==> config.mk <==
export PLATFORM = sky130hd
export DESIGN_NAME = tone_presence_det
export DESIGN_NICKNAME = d
export VERILOG_FILES = /design/src/rtl/tone_det_pkg.sv /design/src/rtl/tone_det_sync.sv /design/src/rtl/tone_det_edge.sv /design/src/rtl/tone_det_period.sv /design/src/rtl/tone_det_presence.sv /design/src/rtl/tone_presence_det.sv
export SDC_FILE = /design/constraint.sdc
export NUM_CORES = 1
export LEC_CHECK = 0
export BUFFER_PORTS_ARGS = -buffer_cell sky130_fd_sc_hd__buf_2
export CAP_MARGIN = 20
export CORE_ASPECT_RATIO = 1.75
export CORE_MARGIN = 5
export CORE_UTILIZATION = 25
export DETAILED_ROUTE_END_ITERATION = 16
export MAX_ROUTING_LAYER = met4
export REMOVE_ABC_BUFFERS = 1
export SLEW_MARGIN = 15
export SYNTH_ARGS = -nofsm -noshare
export SYNTH_HDL_FRONTEND = slang
export SYNTH_SLANG_ARGS = --single-unit
export TNS_END_PERCENT = 20
==> constraint.sdc <==
create_clock -name clk -period 2.2 [get_ports clk]
set_input_delay 0.22 -clock clk [delete_from_list [all_inputs] [get_ports clk]]
set_output_delay 0.22 -clock clk [all_outputs]
set_load 0.005 [all_outputs]
==> src/rtl/tone_det_pkg.sv <==
// Package: shared types and helpers for the tone presence detector.
// Assumes integer clock and tone frequencies in Hz.
package tone_det_pkg;

    // Classification of one clock cycle as seen by the period timer.
    typedef enum logic [1:0] {
        PER_IDLE   = 2'd0,  // no rising edge in this cycle
        PER_SHORT  = 2'd1,  // edge closed a period below the band
        PER_INBAND = 2'd2,  // edge closed a period inside the band
        PER_LONG   = 2'd3   // edge closed a period above the band
    } period_cls_e;

    // Number of whole clock cycles in one period of the given tone.
    function automatic int cycles_per_period(input int clk_hz, input int tone_hz);
        return clk_hz / tone_hz;
    endfunction

endpackage

==> src/rtl/tone_det_sync.sv <==
// Module: multi-stage synchronizer for the asynchronous squared tone.
// Assumes STAGES >= 2. Reset clears every stage to zero synchronously.
module tone_det_sync #(
    parameter int STAGES = 2
) (
    input  logic clk,
    input  logic rst_n,
    input  logic async_in,
    output logic sync_out
);

    logic [STAGES-1:0] chain;

    // Shift the input through the flop chain, stage 0 first.
    always_ff @(posedge clk) begin
        if (!rst_n) begin
            chain <= '0;
        end else begin
            chain <= {chain[STAGES-2:0], async_in};
        end
    end

    assign sync_out = chain[STAGES-1];

endmodule

==> src/rtl/tone_det_edge.sv <==
// Module: rising-edge detector on the synchronized tone level.
// Assumes the input is already synchronous to clk. Reset clears the history,
// so a level that is high right after reset does count as a rising edge.
module tone_det_edge (
    input  logic clk,
    input  logic rst_n,
    input  logic level,
    output logic rise
);

    logic level_q;

    // Hold the previous cycle's level.
    always_ff @(posedge clk) begin
        if (!rst_n) begin
            level_q <= 1'b0;
        end else begin
            level_q <= level;
        end
    end

    assign rise = level & ~level_q;

endmodule

==> src/rtl/tone_det_period.sv <==
// Module: saturating period timer and band classifier.
// The count equals the cycles elapsed since the last rising edge, so at the
// next edge it equals the period. The count saturates at HI_CNT+1, which also
// marks "no previous edge" after reset.
module tone_det_period
    import tone_det_pkg::*;
#(
    parameter int LO_CNT = 151,
    parameter int HI_CNT = 227,
    parameter int CNT_W  = 8
) (
    input  logic             clk,
    input  logic             rst_n,
    input  logic             rise,
    output logic [CNT_W-1:0] cnt,
    output period_cls_e      cls,
    output logic             expiring
);

    localparam logic [CNT_W-1:0] LO_LIM = CNT_W'(LO_CNT);
    localparam logic [CNT_W-1:0] HI_LIM = CNT_W'(HI_CNT);
    localparam logic [CNT_W-1:0] SAT    = CNT_W'(HI_CNT + 1);
    localparam logic [CNT_W-1:0] ONE    = CNT_W'(1);

    // Restart at one on an edge, otherwise count up to saturation.
    always_ff @(posedge clk) begin
        if (!rst_n) begin
            cnt <= SAT;
        end else if (rise) begin
            cnt <= ONE;
        end else if (cnt != SAT) begin
            cnt <= cnt + ONE;
        end
    end

    // Classify the period closed by the current edge.
    always_comb begin
        if (!rise) begin
            cls = PER_IDLE;
        end else if (cnt < LO_LIM) begin
            cls = PER_SHORT;
        end else if (cnt > HI_LIM) begin
            cls = PER_LONG;
        end else begin
            cls = PER_INBAND;
        end
    end

    // The longest period has run out and no edge came to close it.
    assign expiring = !rise && (cnt == HI_LIM);

endmodule

==> src/rtl/tone_det_presence.sv <==
// Module: presence flag driven by period classification.
// Sets on an in-band period and clears on an out-of-band period or on timeout.
module tone_det_presence
    import tone_det_pkg::*;
(
    input  logic        clk,
    input  logic        rst_n,
    input  period_cls_e cls,
    input  logic        expiring,
    output logic        present
);

    // Update presence on each edge decision or on timeout.
    always_ff @(posedge clk) begin
        if (!rst_n) begin
            present <= 1'b0;
        end else if (cls != PER_IDLE) begin
            present <= (cls == PER_INBAND);
        end else if (expiring) begin
            present <= 1'b0;
        end
    end

endmodule

==> src/rtl/tone_presence_det.sv <==
// Top: tone presence detector. Measures rising-to-rising periods of the
// squared tone in system clock cycles and drives an active-low presence
// output. Assumes CLK_HZ is far above HI_HZ, so that a period spans many
// cycles, and that tone_sq is asynchronous to clk.
module tone_presence_det
    import tone_det_pkg::*;
#(
    parameter int CLK_HZ      = 4_000_000,
    parameter int LO_HZ       = 17_600,
    parameter int HI_HZ       = 26_400,
    parameter int SYNC_STAGES = 2
) (
    input  logic clk,
    input  logic rst_n,
    input  logic tone_sq,
    output logic tone_det_n
);

    localparam int LO_CNT = cycles_per_period(CLK_HZ, HI_HZ);
    localparam int HI_CNT = cycles_per_period(CLK_HZ, LO_HZ);
    localparam int CNT_W  = $clog2(HI_CNT + 2);

    logic             tone_sync;
    logic             rise_pulse;
    logic [CNT_W-1:0] period_cnt;
    period_cls_e      period_cls;
    logic             period_expiring;
    logic             tone_present;

    tone_det_sync #(
        .STAGES (SYNC_STAGES)
    ) u_sync (
        .clk      (clk),
        .rst_n    (rst_n),
        .async_in (tone_sq),
        .sync_out (tone_sync)
    );

    tone_det_edge u_edge (
        .clk   (clk),
        .rst_n (rst_n),
        .level (tone_sync),
        .rise  (rise_pulse)
    );

    tone_det_period #(
        .LO_CNT (LO_CNT),
        .HI_CNT (HI_CNT),
        .CNT_W  (CNT_W)
    ) u_period (
        .clk      (clk),
        .rst_n    (rst_n),
        .rise     (rise_pulse),
        .cnt      (period_cnt),
        .cls      (period_cls),
        .expiring (period_expiring)
    );

    tone_det_presence u_presence (
        .clk      (clk),
        .rst_n    (rst_n),
        .cls      (period_cls),
        .expiring (period_expiring),
        .present  (tone_present)
    );

    assign tone_det_n = ~tone_present;

endmodule

==> results of run 1 <==
[sequential cells by signal (all words and copies together) (netlist names)]
register	count
u_presence.present	1
u_edge.level_q	1
u_sync.chain	2
u_period.cnt	8
[cells by family (layout without fill, tap and decap cells)]
logic type | Yosys count | in the layout | synth area share
AOI/OAI and AO/OA | 13 | 13 | 0.152
xor gates and xnor gates | 2 | 2 | 0.0284
adders and majority gates | 2 | 2 | 0.0406
buffers and inverters | 6 | 10 | 0.0669
DFF | 12 | 12 | 0.389
and+or+nand+nor | 30 | 30 | 0.323
[Yosys cell counts (3+ instances only)]
cell       n  share of area
dfxtp_1   12           0.39
inv_1      3          0.018
or4_1      3          0.037
nand2_1    5          0.030
and2_1     3          0.030
nand3_1    6          0.049
o211ai_1   3          0.037
[worst max path at each step]
stage | end | startpoint | slack [ps]
floorplan | u_period.cnt[6] | u_period.cnt[1] | 900
global placement | u_period.cnt[6] | u_period.cnt[0] | 830
detailed placement | u_period.cnt[6] | u_period.cnt[0] | 790
CTS | u_period.cnt[6] | u_period.cnt[1] | 780
global route | u_period.cnt[6] | u_period.cnt[1] | 660
finish | u_period.cnt[6] | u_period.cnt[1] | 780
[metrics by stage]
| stage | utilization | hold slack [ps] |
|---|---|---|
| 3_5_place_dp | 0.272 | 428 |
| 2_1_floorplan | - | 292 |
| 3_3_place_gp | 0.272 | 424 |
| 6_report | 0.295 | 191 |
| 5_1_grt | 0.295 | 217 |
| 4_1_cts | 0.295 | 192 |
[cell type report]
cell class / instances / area (um^2)
Clock buffer: 4 / 55.1
Fill cell: 251 / 1640
Inverter: 3 / 11.3
Multi-Input combinational cell: 47 / 335
Sequential cell: 12 / 240
Tap cell: 25 / 31.3
Timing Repair Buffer: 3 / 15.0
[routing by layer]
metal  GRT usage  vias up
met5           -        -
met4      0.0449        0
met3      0.0213        5
met2       0.155        8
met1      0.0836      256
li1            -      250
[placed cells by master (no fill, tap or decap), types with 2 or more instances in the layout]
cell,netlist,routed
dfxtp_1,12,12
nand3_1,6,6
nand2_1,5,5
clkbuf_8,0,4
inv_1,3,3
and2_1,3,3
o211ai_1,3,3
or4_1,3,3
buf_2,0,3
nand4b_1,2,2
xor2_1,2,2
nor3_1,2,2
nand4_1,2,2
a21oi_1,2,2
o21ai_0,2,2
ha_1,2,2
[power by group]
group,internal (mW),switching (mW)
combinational,0.0515,0.0617
clock,0.158,0.0831
sequential,0.237,0.0308
==> flow_summary.yaml, run 1 <==
setup_path:
  crit_family: "simple AND/OR/NAND/NOR gates"
  required_ps: 2380
  crit_slowest_cell: "or4_1"
  reg2reg_slack_ps: 780
  start_kind: "register"
  worst-path-buf-inv: 0
  cpPeakStageDelay_ps: 490
  critical_path_depth: 4
  arrival_ps: 1600
  worstRegToRegCells: 4
  end_kind: "register"
  crit_chain: "ha_1, nand2_1, or4_1, nand3_1"
  critical_path.max_fanout: 5
  worst-setup-path-type: "reg2reg"
  reg2reg_to: "u_period.cnt[6]"
  worstReg2RegStart: "u_period.cnt[1]"
route:
  route.met3.wl_um: 37
  highest_layer: "met4"
  post-route-drc-count: 0
  wl_met2_um: 709
  drt-met1-wl_um: 517
  drtIter0Drc: 32
  wl_per_cell_um: 13.8
  routed_wl_mm: 1.30
  drtAntennaViolNets: 0
  vias_per_cell: 5.52
  vias: 519
  dr.pass1.iters: 4
final_layout:
  stdcell_count: 94
  final_cell_area_um2: 688
  diodes: 0
  fin_nets: 75
  synthToLayoutAreaGrowth_pct: 11.6
  drive_above_1_share: 0.159
global_routing:
  grt_pass1_wl_mm: 2.15
  grt_max_degree: 12
  grtUsageTotal: 0.0877
  grt.overflow.total: 0
  grt_antenna_before_repair: 0
  grt_pass1_vias: 495
sta:
  slew_violations: 0
  slew_headroom: 0.726
  final_hold_viol_count: 0
  fin_crit_sh: 0.645
  fin_crit_ps: 1420
  setup_viol: 0
  clock.fmax_mhz: 705
  tightest_slew_ps: 411
  setup_slack_ps: 781
  rsz0062_at_grt: "no"
  clock_skew_ps: 4.70
  fin_tns_setup_ps: 0
clocking:
  cts_setup_buffers: 0
  h-tree-depth: 1
  numClockSinks: 12
  clock_latency_ps: 240
  clk_pin_slew_ps: 50
  clockBufferDepth: 2
  cts_made_buffers: 3
  ctsResizeCount: 0
  ctsHoldBuffers: 0
  cts_tree: "yes"
  clock_tree.root_cell: "clkbuf_8"
flow_run:
  maxCapViolCount: 0
placed_design:
  dp_hpwl_um: 967
  dp.cells: 90
  dpl_cell_area_um2: 633
  post-place-ws_ps: 791
  gp_congestion: 0.817
  port_buffers: 3
logic_synthesis:
  syn_area_um2: 617
  synth_flop_cell: "dfxtp_1"
  yosysSeqAreaShare: 0.389
  async_flop_share: 0
  synthCells: 65
  ys_ff_latch: 12
  syn_area_per_cell_um2: 9.49
  yosys_warnings: 0
  synth_cell_types: 29
  synth_edf_count: 0
power_and_ir_drop:
  cellPowerDensity_mw_per_mm2: 904
  power_mw: 0.622
  ir_worst_vdd_mv: 0.353
  p_leak_nw: 0.251
die:
  core_mm2: 0.00233
  boundaryPins: 4
  initial_core_util: 0.265
  fp.dieH_um: 75.7
  die_w_um: 47.6
  die_area_mm2: 0.00360
  rows: 23
hold_path:
  min_path_cells: 2
  hold_end: "u_sync.chain[0]"
  min_from: "tone_sq"
  hold_path_class: "in2reg"
status:
  status: "completed"
(Power assumes the default switching activity.)
==> run 2, diff against run 1 <==
==> constraint.sdc (replaced) <==
create_clock -name clk -period 1.4 [get_ports clk]
set_input_delay 0.14 -clock clk [delete_from_list [all_inputs] [get_ports clk]]
set_output_delay 0.14 -clock clk [all_outputs]
set_load 0.005 [all_outputs]
==> run 2 against run 1 <==
Compared with the run above:
- combinational power up 98%
- sequential power up 52%
- die area unchanged
- clock power up 26%
- total power up 50%
- maximum frequency grew 8.8%
- critical path type unchanged
- critical endpoint unchanged
==> flow_summary.yaml, run 2 (synthesized netlist as in run 1, its figures left out) <==
power_and_ir_drop:
  power_switching_mw: 0.267
  pwr-share-comb: 0.239
  p_int_mw: 0.668
  seq_power_share: 0.436
  ir_worst_vdd_mv: 0.520
  sw_frac_of_total: 0.286
  cellPowerDensity_mw_per_mm2: 1320
  p_leak_nw: 0.257
  pwr-share-clk: 0.325
sta:
  slew_headroom: 0.816
  final_hold_viol_count: 0
  slew_violations: 0
  whs_ps: 108
  fin_crit_sh: 0.932
  clock.fmax_mhz: 767
  rsz0062_at_grt: "no"
  fin_tns_setup_ps: 0
  fin_crit_ps: 1300
  clock_skew_ps: 2.58
  tightest_slew_ps: 276
  setup_viol: 0
final_layout:
  synthToLayoutAreaGrowth_pct: 14.6
  fin_nets: 78
  top_register: "u_period.cnt"
  utilization: 0.303
  multi_input_area_um2: 344
  final_common_cell: "dfxtp_1"
  final_cell_mix: "11 x dfxtp_1, 6 x nand3_1, 5 x nand2_1"
  regArea_um2: 241
  diodes: 0
  largestRegisters: "u_period.cnt x8, u_sync.chain x2"
  largest_reg_flops: 8
  nFillCells: 248
  drive_above_1_share: 0.225
die:
  initial_core_util: 0.265
  rows: 23
  core_mm2: 0.00233
  die_w_um: 47.6
  boundaryPins: 4
  fp.dieH_um: 75.7
  die_area_mm2: 0.00360
setup_path:
  end_kind: "register"
  worstReg2RegStart: "u_period.cnt[0]"
  start_kind: "register"
  crit_family: "simple AND/OR/NAND/NOR gates"
  arrival_ps: 1480
  required_ps: 1580
  worstRegToRegCells: 4
  cpPeakStageDelay_ps: 480
  crit_chain: "ha_2, nand2_1, or4_1, nand3_1"
  critical_path.max_fanout: 5
  worst-setup-path-type: "reg2reg"
  reg2reg_slack_ps: 100
  crit_slowest_cell: "or4_1"
  reg2reg_to: "u_period.cnt[6]"
  worst-path-buf-inv: 0
global_routing:
  busiest_layer: "met2"
  grt_antenna_before_repair: 0
  gr-usage-met1: 0.0777
  grt.overflow.total: 0
  grt_pass1_wl_mm: 2.19
  grt_max_degree: 12
  grt_pass1_vias: 523
  gr-usage-met2: 0.160
  grtUsageMet3: 0.0142
  grtUsageTotal: 0.0886
placed_design:
  gp_congestion: 0.869
  dp_hpwl_um: 986
  port_buffers: 3
route:
  vias_per_cell: 5.54
  post-route-drc-count: 0
  routed_wl_mm: 1.29
  vias: 532
  drtIter0Drc: 4
  dr.pass1.iters: 4
  drtAntennaViolNets: 0
  wl_per_cell_um: 13.4
clocking:
  cts_tree: "yes"
  h-tree-depth: 1
  clock_latency_ps: 240
  clockBufferDepth: 2
  clk_pin_slew_ps: 50
  cts_made_buffers: 3
  clock_tree.root_cell: "clkbuf_8"
  numClockSinks: 12
  ctsHoldBuffers: 0
hold_path:
  min_path_cells: 2
  min_from: "tone_sq"
  hold_path_class: "in2reg"
  hold_end: "u_sync.chain[0]"
status:
  status: "completed"
flow_run:
  maxCapViolCount: 0
-- run 2: cell count changes in the layout (fill, tap and decap cells not counted), sizes merged --
cell    change
buf         +3
clkbuf      -1
-- run 2: worst max-delay path by stage --
stage	from	end	cells after the start
after floorplan	u_period.cnt[1]	u_period.cnt[6]	4
after global routing	u_period.cnt[0]	u_period.cnt[2]	6
final	u_period.cnt[0]	u_period.cnt[6]	4
after detailed placement	u_period.cnt[0]	u_period.cnt[6]	4
after CTS	u_period.cnt[0]	u_period.cnt[6]	4
after global placement	u_period.cnt[1]	u_period.cnt[6]	4
-- run 2: worst register-to-register path, cell delays in order (launching register included) --
cell     delay, ps
dfxtp_1        360
ha_2           230
nand2_1        100
or4_1          480
nand3_1         90
-- run 2: layout make-up --
cell class                      count  share of cell area
Multi-Input combinational cell     47               0.487
Sequential cell                    12               0.342
Clock buffer                        3              0.0584
Timing Repair Buffer                6              0.0531
Tap cell                           25              0.0442
Inverter                            3              0.0159
-- run 2: timing repair --
action / CTS / global route
endpoints found under the setup margin: 0 / 2
setup buffers: 0 / 0
hold endpoints to repair: 0 / 0
resized for setup: 0 / 3
-- run 2: power by group through the flow --
stage          combinational, mW  clock (mW)  sequential [mW]
6_report                   0.224       0.304            0.408
3_5_place_dp               0.222           0            0.413
3_3_place_gp               0.219           0            0.412
4_1_cts                    0.223       0.309            0.406
5_1_grt                    0.253       0.325            0.412
2_1_floorplan              0.142           0            0.417
-- run 2: stage by stage --
stage / total power, mW / std cells / area, um^2 / setup slack, ps
global placement: 0.631 / 93 / 656 / 127
floorplan: 0.559 / 62 / 587 / 103
CTS: 0.938 / 96 / 697 / 76.6
finish: 0.936 / 96 / 707 / 95.8
global route: 0.989 / 96 / 707 / 11.5
detailed placement: 0.635 / 93 / 656 / 91.3
-- run 2: metal layers --
metal	wire, um	vias up
met4	47	0
met1	475	260
li1	-	257
met5	0	-
met2	724	10
met3	38	5
